## config.mk

```make
export PLATFORM = sky130hd
export DESIGN_NAME = vec_irq_ctrl
export DESIGN_NICKNAME = d
export VERILOG_FILES = /design/src/rtl/vic_pkg.sv /design/src/rtl/vic_lowest_pick.sv /design/src/rtl/vic_req_capture.sv /design/src/rtl/vic_service_track.sv /design/src/rtl/vec_irq_ctrl.sv
export SDC_FILE = /design/constraint.sdc
export NUM_CORES = 1
export LEC_CHECK = 0
export ABC_CLOCK_PERIOD_IN_PS = 3400
export BUFFER_PORTS_ARGS = -buffer_cell sky130_fd_sc_hd__buf_2
export CAP_MARGIN = 25
export CORE_ASPECT_RATIO = 1.2
export CORE_MARGIN = 2
export CORE_UTILIZATION = 40
export CTS_BUF_LIST = sky130_fd_sc_hd__clkbuf_2 sky130_fd_sc_hd__clkbuf_4 sky130_fd_sc_hd__clkbuf_8
export CTS_CLUSTER_SIZE = 14
export DETAILED_ROUTE_END_ITERATION = 8
export SLEW_MARGIN = 25
export SYNTH_ARGS = -nofsm -noshare
export SYNTH_HDL_FRONTEND = slang
export SYNTH_SLANG_ARGS = --single-unit
```

## constraint.sdc

```tcl
create_clock -name clk -period 3.4 [get_ports clk]
set_input_delay 0.51 -clock clk [delete_from_list [all_inputs] [get_ports clk]]
set_output_delay 0.51 -clock clk [all_outputs]
set_load 0.05 [all_outputs]
```

## src/rtl/vic_pkg.sv

```systemverilog
package vic_pkg;

   // How a request line becomes pending.
   typedef enum logic {
      TRIG_LEVEL = 1'b0,
      TRIG_EDGE  = 1'b1
   } trig_e;

endpackage

```

## src/rtl/vic_lowest_pick.sv

```systemverilog
// Finds the lowest set bit of a vector. With no bit set, the index is all ones.
module vic_lowest_pick #(
   parameter int N     = 8,
   parameter int IDX_W = $clog2(N)
) (
   input  logic [N-1:0]     vec_i,
   output logic             any_o,
   output logic [IDX_W-1:0] idx_o
);

   always_comb begin
      idx_o = '1;
      for (int i = N - 1; i >= 0; i--) begin
         if (vec_i[i]) idx_o = IDX_W'(i);
      end
   end

   assign any_o = |vec_i;

endmodule

```

## src/rtl/vic_req_capture.sv

```systemverilog
// Turns raw request lines into pending flags; the trigger variant is chosen by parameter.
module vic_req_capture
   import vic_pkg::*;
#(
   parameter int    N    = 8,
   parameter trig_e TRIG = TRIG_EDGE
) (
   input  logic         clk,
   input  logic         rst_n,
   input  logic [N-1:0] req_i,
   input  logic [N-1:0] clr_i,
   output logic [N-1:0] pend_o
);

   logic [N-1:0] set_w;
   logic [N-1:0] pend_q;

   generate
      if (TRIG == TRIG_EDGE) begin : g_edge
         logic [N-1:0] prev_q;

         always_ff @(posedge clk) begin
            if (!rst_n) prev_q <= '0;
            else        prev_q <= req_i;
         end

         assign set_w = req_i & ~prev_q;

         // A pending flag only appears after a sampled rising edge of its line.
         assert_pend_from_edge_R2 : assert property (@(posedge clk) disable iff (!rst_n)
            ((pend_q & ~$past(pend_q)) & ~($past(req_i) & ~$past(prev_q))) == '0);
      end else begin : g_level
         assign set_w = req_i;
      end
   endgenerate

   always_ff @(posedge clk) begin
      if (!rst_n) pend_q <= '0;
      else        pend_q <= (pend_q & ~clr_i) | set_w;
   end

   assign pend_o = pend_q;

endmodule

```

## src/rtl/vic_service_track.sv

```systemverilog
// In-service flags: set on acknowledge, lowest one cleared on end-of-interrupt.
module vic_service_track #(
   parameter int N     = 8,
   parameter int IDX_W = $clog2(N)
) (
   input  logic             clk,
   input  logic             rst_n,
   input  logic             ack_i,
   input  logic [IDX_W-1:0] ack_idx_i,
   input  logic             eoi_i,
   output logic [N-1:0]     allow_o,
   output logic             top_any_o,
   output logic [IDX_W-1:0] top_idx_o
);

   logic [N-1:0] isr_q;
   logic [N-1:0] eoi_clr;
   logic [N-1:0] ack_set;

   vic_lowest_pick #(.N(N), .IDX_W(IDX_W)) u_top (
      .vec_i (isr_q),
      .any_o (top_any_o),
      .idx_o (top_idx_o)
   );

   always_comb begin
      for (int i = 0; i < N; i++) begin
         eoi_clr[i] = eoi_i && top_any_o && (top_idx_o == IDX_W'(i));
         ack_set[i] = ack_i && (ack_idx_i == IDX_W'(i));
      end
   end

   // A line may compete only while no line at or above its priority is in service.
   always_comb begin
      logic seen;
      seen = 1'b0;
      for (int i = 0; i < N; i++) begin
         seen       = seen | isr_q[i];
         allow_o[i] = ~seen;
      end
   end

   always_ff @(posedge clk) begin
      if (!rst_n) isr_q <= '0;
      else        isr_q <= (isr_q & ~eoi_clr) | ack_set;
   end

   assert_ack_marks_service_R6 : assert property (@(posedge clk) disable iff (!rst_n)
      ack_i |=> isr_q[$past(ack_idx_i)]);

   assert_eoi_drops_one_R8 : assert property (@(posedge clk) disable iff (!rst_n)
      (eoi_i && (isr_q != '0) && !ack_i) |=>
         ($countones(isr_q) == $countones($past(isr_q)) - 1));

endmodule

```

## src/rtl/vec_irq_ctrl.sv

```systemverilog
module vec_irq_ctrl
   import vic_pkg::*;
#(
   parameter int    NUM_LINES = 8,
   parameter int    VEC_W     = 8,
   parameter trig_e TRIG      = TRIG_EDGE
) (
   input  logic                 clk,
   input  logic                 rst_n,
   input  logic [NUM_LINES-1:0] irq_req,
   input  logic                 mask_wr,
   input  logic [NUM_LINES-1:0] mask_din,
   input  logic                 base_wr,
   input  logic [VEC_W-1:0]     base_din,
   input  logic                 inta,
   input  logic                 eoi,
   output logic                 intr,
   output logic [VEC_W-1:0]     vec_data,
   output logic                 vec_oe
);

   localparam int IDX_W  = $clog2(NUM_LINES);
   localparam int BASE_W = VEC_W - IDX_W;

   generate
      if (NUM_LINES < 2 || (NUM_LINES & (NUM_LINES - 1)) != 0) begin : g_bad_lines
         $error("NUM_LINES must be a power of two, at least 2");
      end
      if (VEC_W <= IDX_W) begin : g_bad_width
         $error("VEC_W must exceed the index width");
      end
   endgenerate

   logic [NUM_LINES-1:0] mask_q;
   logic [BASE_W-1:0]    base_hi_q;
   logic [NUM_LINES-1:0] pend_w;
   logic [NUM_LINES-1:0] allow_w;
   logic [NUM_LINES-1:0] elig_w;
   logic [NUM_LINES-1:0] ack_oh;
   logic                 any_w;
   logic [IDX_W-1:0]     sel_idx;
   logic                 ack_w;
   logic                 isr_any;
   logic [IDX_W-1:0]     isr_idx;

   always_ff @(posedge clk) begin
      if (!rst_n) begin
         mask_q    <= '0;
         base_hi_q <= '0;
      end else begin
         if (mask_wr) mask_q    <= mask_din;
         if (base_wr) base_hi_q <= base_din[VEC_W-1:IDX_W];
      end
   end

   vic_req_capture #(.N(NUM_LINES), .TRIG(TRIG)) u_capture (
      .clk    (clk),
      .rst_n  (rst_n),
      .req_i  (irq_req),
      .clr_i  (ack_oh),
      .pend_o (pend_w)
   );

   vic_service_track #(.N(NUM_LINES), .IDX_W(IDX_W)) u_track (
      .clk       (clk),
      .rst_n     (rst_n),
      .ack_i     (ack_w),
      .ack_idx_i (sel_idx),
      .eoi_i     (eoi),
      .allow_o   (allow_w),
      .top_any_o (isr_any),
      .top_idx_o (isr_idx)
   );

   assign elig_w = pend_w & ~mask_q & allow_w;

   vic_lowest_pick #(.N(NUM_LINES), .IDX_W(IDX_W)) u_pick (
      .vec_i (elig_w),
      .any_o (any_w),
      .idx_o (sel_idx)
   );

   assign intr  = any_w;
   assign ack_w = inta & any_w;

   always_comb begin
      for (int i = 0; i < NUM_LINES; i++) begin
         ack_oh[i] = ack_w && (sel_idx == IDX_W'(i));
      end
   end

   assign vec_oe   = inta;
   assign vec_data = inta ? {base_hi_q, sel_idx} : '0;

   // The winner must rank above every line in service.
   assert_pick_above_service_R7 : assert property (@(posedge clk) disable iff (!rst_n)
      (intr && isr_any) |-> (sel_idx < isr_idx));

   // A masked line is never the one offered to the processor.
   assert_masked_skipped_R9 : assert property (@(posedge clk) disable iff (!rst_n)
      intr |-> !mask_q[sel_idx]);

   // A spurious acknowledge leaves the pending flags untouched.
   assert_spurious_keeps_state_R10 : assert property (@(posedge clk) disable iff (!rst_n)
      (inta && !intr) |=> (pend_w & ~$past(pend_w)) == (pend_w & ~$past(pend_w) & $past(irq_req)));

endmodule

```

==> results by group, run 1 <==
Timing
  – Tmin final: 2.53 ns
  – Final Hold Fails: 0
  – Unrepaired setup endpoints after global routing: false
  – Period utilisation layout: 74.5%
  – Normalized max-slew margin: 52.7%
  – Fin. max-slew vios: 0
  – Worst-margin pin slew: a little over 0.7 ns
  – Fmax: 0.395 GHz
  – Final setup TNS: 0 ns
  – WHS: between 0.4 and 0.5 ns
  – Setup violations, final: 0
  – Max Clock Skew: around 0.0050 ns

Flow run
  – Max-cap viol count: 0

Clock tree
  – CTS hold repair buffers: 0
  – CTS tree: yes
  – Sink Count: 37
  – Clock latency on the worst-skew pair: about 0.28 ns
  – Worst-path clk slew: 0.07 ns
  – Num CTS Buffers: 5
  – Post-CTS setup buffer count: 0
  – CTS Buffer Depth: 2
  – CTS root buffer: clkbuf_8
  – H-Tree Level Count: 2
  – Post_cts resized: 0

Pwr
  – PD cells: 523 nW/um^2
  – Sequential Power Share: 46.6%
  – Clk pwr share: 35.2%
  – Net Sw Frac: 26.9%
  – Switch Pwr: around 270 uW
  – Internal: 746 uW
  – Comb power frac: roughly 18%
  – Max rail drop VDD: 0.000273 V
  – Static leakage: 0.000855 uW

Setup path
  – Max stage delay on crit path: 0.49 ns
  – WP buf/inv: 1
  – CP Cell Sequence: nor4b_2 > nor3_2 > a21oi_2 > and2_1 > buf_2
  – CP top delay family: simple AND/OR/NAND/NOR gates
  – R2R Setup Slk: 1.58 ns
  – Crit end category: output pin
  – Max FO, Critical Path: 8
  – CP required: 2.89 ns
  – Startpoint types: flip-flop
  – CP max stage cell: nor4b_2
  – CP arrival: slightly above 2 ns
  – WS Path Type: flip-flop to output pin

Synth
  – Synth warn: 0
  – Number of synthesized flops with an enable pin: 0
  – Fraction of registers with async set/reset: 0%
  – Post-Syn Area per Cell: 9.28 um^2
  – Yosys cell types: 39
  – Synth Cell Area: 1630 um^2
  – Mapped Cells: 176
  – Yosys reg bits: 37
  – Post-synthesis sequential area ratio: 45.3%
  – Synth Flop Type: dfxtp_1
  – Synth Net Count: 206

Finish
  – Finished Core Util: 49.5%
  – Nets@finish: 241
  – Layout cells sized above 1: roughly 22%
  – Commonest non-fill, non-tap cell in the layout: dfxtp_1
  – Most frequent cells in the layout: dfxtp_1, buf_2, nor2b_1
  – Post-layout instance area: ~2000 um^2
  – # diodes: 0
  – Synth-to-layout area growth: 19.4%

GRT
  – Busiest grt layer: met2
  – First-pass GRT wire length: about 5.5 mm
  – Routing usage on met1: around 15%
  – Vias in the first global route: 1288
  – Pin count of the biggest net entering global routing: 38
  – Initial antenna violation count: 0
  – GRT Overall Usage: 15.5%
  – GRT met2 Usage: 30.6%
  – Grt total ovfl: 0
  – Grt met3 use: about 4.2%

Drt
  – DRC: 0
  – Drt total wl: ~3.3 mm
  – Drt initial violations: 53
  – Routed Antenna Nets: 0
  – Drt wl/cell: 12.5 um
  – Router iterations before antenna repair: 4
  – Via density: between 4 and 5
  – Vias: 1318

Placed design
  – Gpl congestion: 0.890
  – DP Area: 1850 um^2
  – Detail Placement HPWL: 2.47 mm
  – IO Port Bufs: 36

Floorplan
  – Starting Density: 41.5%
  – Die Height: 74.0 um
  – Die Area: ~4600 um^2
  – Row cnt: 25
  – Core Area: 3940 um^2
  – Die Width: a little over 60 um
  – Total I/O pin count: 40

Worst hold path
  – HP Class: flip-flop to flip-flop

Run status
  – Outcome: complete, no violations
layout make-up:
cell class              count  area (um^2)
clock buffers               5         68.8
clock inverters             2         35.0
fillers                   396         1990
inverters                   4         15.0
multi-input cells         127          845
flip-flops and latches     37          741
well taps                  54         67.6
repair buffers             36          180
per-layer routing:
| metal | wire length (um) | up-vias |
|---|---|---|
| met5 | 0 | - |
| met4 | 58 | 0 |
| met3 | 126 | 7 |
| met2 | 1730 | 30 |
| met1 | 1390 | 604 |
| li1 | - | 677 |
state kept, by name (all words and copies together), names as in the netlist:
signal / count
u_track.isr_q: 8
base_hi_q: 5
u_capture.pend_o: 8
mask_q: 8
u_capture.g_edge.prev_q: 8
path summary, 6_finish.rpt:
path / startpoint / to / depth (start not counted)
setup / recovery: u_track.isr_q[0] / vec_data[0] / 5
hold / removal: u_capture.g_edge.prev_q[4] / u_capture.pend_o[4] / 1
setup reg to reg: u_track.isr_q[5] / u_track.isr_q[7] / 5
hold reg to reg: u_capture.g_edge.prev_q[4] / u_capture.pend_o[4] / 1
worst register-to-register path, stage by stage, from the launching register on:
cell	delay, ns
dfxtp_1	0.34
or3_1	0.42
o32ai_1	0.38
a21oi_2	0.18
and4_1	0.24
o21a_1	0.16
cell families (layout without fill, tap and decap cells):
kind of cell	count (synthesis)	in the layout	share of synthesized area, %
AOI/OAI and AO/OA	30	30	12.2
DFF	37	37	45.3
buffers and inverters	12	47	2.99
and+or+nand+nor	84	84	31.5
muxes	13	13	7.96
metrics by stage:
stage	power (uW)	instances	setup slack, ns
after global routing	1070	265	0.714
after floorplan	623	176	1.29
after detailed placement	672	258	1.18
after CTS	1030	265	0.872
after global placement	667	258	1.20
final	1020	265	0.866
synthesized netlist by cell type (2+ instances only):
cell | instances | area [um^2]
a21boi_1 | 3 | 22.5
a21oi_1 | 7 | 35.0
and2_1 | 15 | 93.8
clkbuf_1 | 7 | 26.3
dfxtp_1 | 37 | 741
inv_1 | 4 | 15.0
mux2i_1 | 13 | 130
nand2_1 | 11 | 41.3
nand2b_1 | 8 | 50.1
nor2_1 | 4 | 15.0
nor2b_1 | 25 | 156
nor3_1 | 5 | 25.0
nor3b_1 | 2 | 15.0
o211ai_1 | 2 | 15.0
o21a_1 | 2 | 15.0
o21ai_0 | 2 | 10.0
o21ai_1 | 4 | 20.0
or3_1 | 2 | 12.5
or3b_1 | 2 | 17.5
or4_1 | 2 | 15.0
power groups by stage:
stage,Combinational (uW),Clock [uW],Sequential (uW)
2_1_floorplan,142,0,481
3_3_place_gp,183,0,484
3_5_place_dp,186,0,485
4_1_cts,187,370,475
5_1_grt,204,385,478
6_report,186,360,475
No activity file was read; power rests on OpenSTA's default activity.
==> inputs of run 2 (changes only) <==
--- a/config.mk
+++ b/config.mk
@@ -5,7 +5,7 @@
 export SDC_FILE = /design/constraint.sdc
 export NUM_CORES = 1
 export LEC_CHECK = 0
-export ABC_CLOCK_PERIOD_IN_PS = 3400
+export ABC_CLOCK_PERIOD_IN_PS = 2470
 export BUFFER_PORTS_ARGS = -buffer_cell sky130_fd_sc_hd__buf_2
 export CAP_MARGIN = 25
 export CORE_ASPECT_RATIO = 1.2
==> constraint.sdc (replaced) <==
create_clock -name clk -period 2.47 [get_ports clk]
set_input_delay 0.3705 -clock clk [delete_from_list [all_inputs] [get_ports clk]]
set_output_delay 0.3705 -clock clk [all_outputs]
set_load 0.05 [all_outputs]
==> results by group, run 2 (synthesized netlist as in run 1, its figures left out) <==
Run status
  – Outcome: complete, no violations

Clock tree
  – CTS root buffer: clkbuf_8
  – Clock latency on the worst-skew pair: 0.29 ns
  – Sink Count: 37
  – Worst-path clk slew: 0.07 ns
  – H-Tree Level Count: 2
  – Num CTS Buffers: 5
  – CTS tree: yes
  – CTS Buffer Depth: 2

Drt
  – Via density: approximately 5.0
  – DRC: 0
  – Vias: 1326
  – Router iterations before antenna repair: 4
  – Drt wl/cell: 12.6 um
  – Drt initial violations: 42
  – Routed Antenna Nets: 0
  – Drt total wl: about 3.3 mm

Finish
  – Most frequent cells in the layout: dfxtp_1, buf_2, nor2b_1
  – Finished Core Util: around 50%
  – Layout cells sized above 1: 23.6%
  – Finished Layout Cells: 266
  – # diodes: 0
  – Synth-to-layout area growth: 21.4%
  – Nets@finish: 241

Pwr
  – PD cells: approximately 730 nW/um^2
  – Static leakage: 0.000870 uW
  – Max rail drop VDD: 0.000416 V

Timing
  – Unrepaired setup endpoints after global routing: false
  – Period utilisation layout: 93.8%
  – Setup violations, final: 0
  – Tmin final: 2.32 ns
  – Normalized max-slew margin: 64.4%
  – Worst-margin pin slew: 0.534 ns
  – Max Clock Skew: 0.00395 ns
  – WHS: 0.278 ns
  – Final Hold Fails: 0
  – Final WS setup: about 0.15 ns
  – Fmax: 0.432 GHz
  – Fin. max-slew vios: 0
  – Final setup TNS: 0 ns

GRT
  – Grt total ovfl: 0
  – GRT Overall Usage: 16.3%
  – Vias in the first global route: about 1.3k
  – First-pass GRT wire length: 5.79 mm
  – Pin count of the biggest net entering global routing: 38
  – Initial antenna violation count: 0

Setup path
  – CP max stage cell: or3_1
  – CP required: around 2.1 ns
  – Reg2reg path depth: 5
  – Crit end category: output pin
  – Reg-to-reg endpoint: u_track.isr_q[7]
  – Critical path origin: u_track.isr_q[4]
  – CP Cell Sequence: or3_1 > o32ai_1 > a21oi_2 > and2_1 > buf_2
  – CP arrival: 1.95 ns
  – WS Path Type: flip-flop to output pin
  – Max FO, Critical Path: 7
  – Startpoint types: flip-flop
  – Reg-to-reg startpoint: u_track.isr_q[4]
  – Max stage delay on crit path: ~0.38 ns
  – R2R Setup Slk: 0.70 ns
  – Worst Setup EP: vec_data[0]

Floorplan
  – Die Height: 74.0 um
  – Die Width: between 60 and 70 um
  – Row cnt: 25
  – Die Area: 4610 um^2
  – Starting Density: 41.5%
  – Total I/O pin count: 40
  – Core Area: approximately 3900 um^2

Placed design
  – Pre-CTS setup slack: 0.415 ns
  – IO Port Bufs: 36
  – Gpl congestion: about 0.9
  – Detail Placement HPWL: 2.45 mm
  – Dpl cells: roughly 260

Flow run
  – Max-cap viol count: 0

Worst hold path
  – HP Class: input port to flip-flop
## run 2: repair_timing
item | in CTS | in global routing
gates resized for setup | 0 | 3
setup endpoints to repair | 0 | 1
hold buffers | 0 | 0
setup buffers | 0 | 0
## run 2: report_power, final
part | leakage, uW | switching [uW] | internal [uW] | total [uW]
clock network | 0.0000619 | 204 | 340 | 544
logic | 0.000502 | 153 | 102 | 254
registers | 0.000306 | 22.5 | 634 | 656
total | 0.000870 | 379 | 1080 | 1450
## run 2: metrics by stage
stage / power (uW) / area (um^2)
3_3_place_gp: 917 / 1850
3_5_place_dp: 923 / 1850
2_1_floorplan: 857 / 1630
6_report: 1450 / 1980
4_1_cts: 1470 / 1970
5_1_grt: 1520 / 1980
## run 2: area by class of cell
type                       count  area [um^2]
fill                         388         1960
sequential                    37          742
clock buffer                   7         90.1
tap                           54         67.6
timing repair buffer          36          180
multi-input combinational    127          858
inverter                       4         15.0
clock inverter                 1         30.0
## run 2: worst min path at each step
stage | startpoint | end | slack, ns | depth (start not counted)
after floorplan | u_capture.g_edge.prev_q[4] | u_capture.pend_o[4] | 0.39 | 1
after global placement | u_capture.g_edge.prev_q[4] | u_capture.pend_o[4] | 0.39 | 1
after detailed placement | u_capture.g_edge.prev_q[4] | u_capture.pend_o[4] | 0.40 | 1
after CTS | irq_req[6] | u_capture.g_edge.prev_q[6] | 0.27 | 3
after global routing | irq_req[6] | u_capture.g_edge.prev_q[6] | 0.27 | 3
final | irq_req[6] | u_capture.g_edge.prev_q[6] | 0.28 | 3
## run 2: critical path: cells and delay by family, from the launching register on
family | cells | cell delay (ns)
AND/OR/NAND/NOR | 2 | 0.57
buffers and inverters | 1 | 0.20
AO/OA/AOI/OAI | 2 | 0.52
flip-flops | 1 | 0.36
## run 2: routing by layer
layer | GRT usage [%] | wire, um | vias to the layer above
met3 | 5.14 | 169 | 4
met4 | 8.15 | 51 | 0
met2 | 30.8 | 1750 | 36
met1 | 16.4 | 1370 | 611
li1 | - | - | 675
met5 | 0 | 0 | -
==> inputs of run 3 (changes only) <==
--- a/config.mk
+++ b/config.mk
@@ -10,10 +10,11 @@
 export CAP_MARGIN = 25
 export CORE_ASPECT_RATIO = 1.2
 export CORE_MARGIN = 2
-export CORE_UTILIZATION = 40
+export CORE_UTILIZATION = 54
 export CTS_BUF_LIST = sky130_fd_sc_hd__clkbuf_2 sky130_fd_sc_hd__clkbuf_4 sky130_fd_sc_hd__clkbuf_8
 export CTS_CLUSTER_SIZE = 14
 export DETAILED_ROUTE_END_ITERATION = 8
+export PLACE_DENSITY = 0.81
 export SLEW_MARGIN = 25
 export SYNTH_ARGS = -nofsm -noshare
 export SYNTH_HDL_FRONTEND = slang
==> results by group, run 3 (synthesized netlist as in run 1, its figures left out) <==
Pwr
  – Max rail drop VDD: 0.000514 V
  – PD cells: roughly 650 nW/um^2
  – Net Sw Frac: 29.6%
  – Switch Pwr: 365 uW
  – Comb power frac: 20.9%
  – Clk pwr share: 26.1%
  – Sequential Power Share: 53.0%
  – Internal: 870 uW
  – Static leakage: 0.000839 uW

Finish
  – Layout cells sized above 1: 23.1%
  – Nets@finish: 241
  – Most frequent cells in the layout: dfxtp_1, buf_2, nor2b_1
  – Fillers: 246
  – # diodes: 0
  – Finished Layout Cells: 246
  – Synth-to-layout area growth: 16.4%

Floorplan
  – Core Area: 2840 um^2
  – Die Width: 54.2 um
  – Starting Density: 57.6%
  – Total I/O pin count: 40
  – Row cnt: 21
  – Die Area: approximately 3500 um^2
  – Die Height: roughly 64 um

Setup path
  – WP buf/inv: 1
  – CP top delay family: simple AND/OR/NAND/NOR gates
  – WS Path Type: flip-flop to output pin
  – CP required: 2.10 ns
  – Max FO, Critical Path: 8
  – Crit end category: output pin
  – CP Cell Sequence: or4_4 > nor3_4 > a21oi_2 > and2_1 > buf_2
  – CP max stage cell: or4_4
  – CP arrival: roughly 2 ns
  – Max stage delay on crit path: ~0.58 ns
  – Startpoint types: flip-flop
  – R2R Setup Slk: 0.68 ns

GRT
  – GRT Overall Usage: a little over a fifth
  – Pin count of the biggest net entering global routing: 38
  – Vias in the first global route: 1277
  – Initial antenna violation count: 0
  – First-pass GRT wire length: 5.44 mm
  – Grt total ovfl: 0

Placed design
  – IO Port Bufs: 36
  – Gpl congestion: 0.839
  – Pre-CTS setup slack: 0.433 ns
  – Detail Placement HPWL: 2.33 mm
  – Dpl cells: 238

Run status
  – Outcome: complete, no violations

Timing
  – Worst-margin pin slew: 0.678 ns
  – Max Clock Skew: around 0.014 ns
  – WHS: approximately 0.23 ns
  – Final Hold Fails: 0
  – Tmin final: 2.38 ns
  – Final WS setup: 0.0929 ns
  – Unrepaired setup endpoints after global routing: true
  – Normalized max-slew margin: 54.7%
  – Fin. max-slew vios: 0
  – Setup violations, final: 0
  – Fmax: 0.421 GHz
  – Period utilisation layout: 96.2%
  – Final setup TNS: 0 ns

Clock tree
  – Worst-path clk slew: 0.11 ns
  – CTS hold repair buffers: 0
  – Post-CTS setup buffer count: 0
  – CTS Buffer Depth: 2
  – Sink Count: 37
  – Clock latency on the worst-skew pair: 0.34 ns
  – Num CTS Buffers: 5
  – CTS tree: yes
  – CTS root buffer: clkbuf_4
  – H-Tree Level Count: 2

Drt
  – Vias: roughly 1.3k
  – Drt total wl: 3.19 mm
  – DRC: 0
  – Drt wl/cell: 12.9 um
  – Via density: 5.48
  – Router iterations before antenna repair: 4
  – Routed Antenna Nets: 0
  – Drt initial violations: 47

Worst hold path
  – HP Class: input port to flip-flop

Flow run
  – Max-cap viol count: 0
==> run 3: cell count changes in the layout (fill, tap and decap cells not counted) <==
| cell | previous run | this run |
|---|---|---|
| nor3_4 | 0 | 1 |
| nor3b_2 | 1 | 0 |
| bufinv_16 | 1 | 0 |
| dfxtp_4 | 0 | 1 |
| clkbuf_4 | 1 | 7 |
| dfxtp_2 | 1 | 0 |
| clkbuf_8 | 6 | 0 |
| clkinvlp_4 | 0 | 1 |
| nor3b_1 | 1 | 2 |
| nor3_2 | 1 | 0 |
==> run 3: worst min-delay path: stages <==
cell	delay, ns
buf_2	0.07
nand2_1	0.05
inv_1	0.04
==> run 3: stage by stage <==
step                util, %  total power (uW)  area (um^2)
finish                 67.0              1240         1900
global placement       64.2               912         1820
floorplan                 -               857         1630
detailed placement     64.2               922         1820
global route           67.0              1310         1900
CTS                    66.4              1240         1880
==> run 3: area by class of cell <==
type / count / area, um^2 / area share (%)
multi-input cells: 127 / 860 / 45.2
flip-flops and latches: 37 / 744 / 39.1
repair buffers: 36 / 180 / 9.47
clock buffers: 7 / 52.6 / 2.76
well taps: 34 / 42.5 / 2.24
inverters: 4 / 15.0 / 0.789
clock inverters: 1 / 7.51 / 0.395
==> run 3: worst paths after layout <==
kind                                                   end                       start  cells past startpoint
worst max-delay path                           vec_data[0]            u_track.isr_q[0]                      5
worst min-delay path            u_capture.g_edge.prev_q[6]                  irq_req[6]                      3
worst max register to register         u_capture.pend_o[6]            u_track.isr_q[0]                      5
worst min register to register         u_capture.pend_o[7]  u_capture.g_edge.prev_q[7]                      1
==> run 3: layer usage <==
metal	wire length (um)	up-vias	track usage, %
met5	0	-	0
met1	1290	626	24.5
met3	181	5	5.61
li1	-	679	-
met2	1660	39	35.7
met4	62	0	9.38
==> run 3: power groups by stage <==
stage	Clock (uW)	Sequential [uW]	Combinational, uW
after floorplan	0	662	195
after global placement	0	666	246
after detailed placement	0	668	254
after CTS	335	655	255
after global routing	369	661	283
final	322	655	258
==> run 3: repair_timing <==
| item | 4_1_cts | 5_1_grt |
|---|---|---|
| endpoints found under the hold margin | 0 | 0 |
| gates resized for setup | 0 | 4 |
| setup endpoints to repair | 0 | 2 |
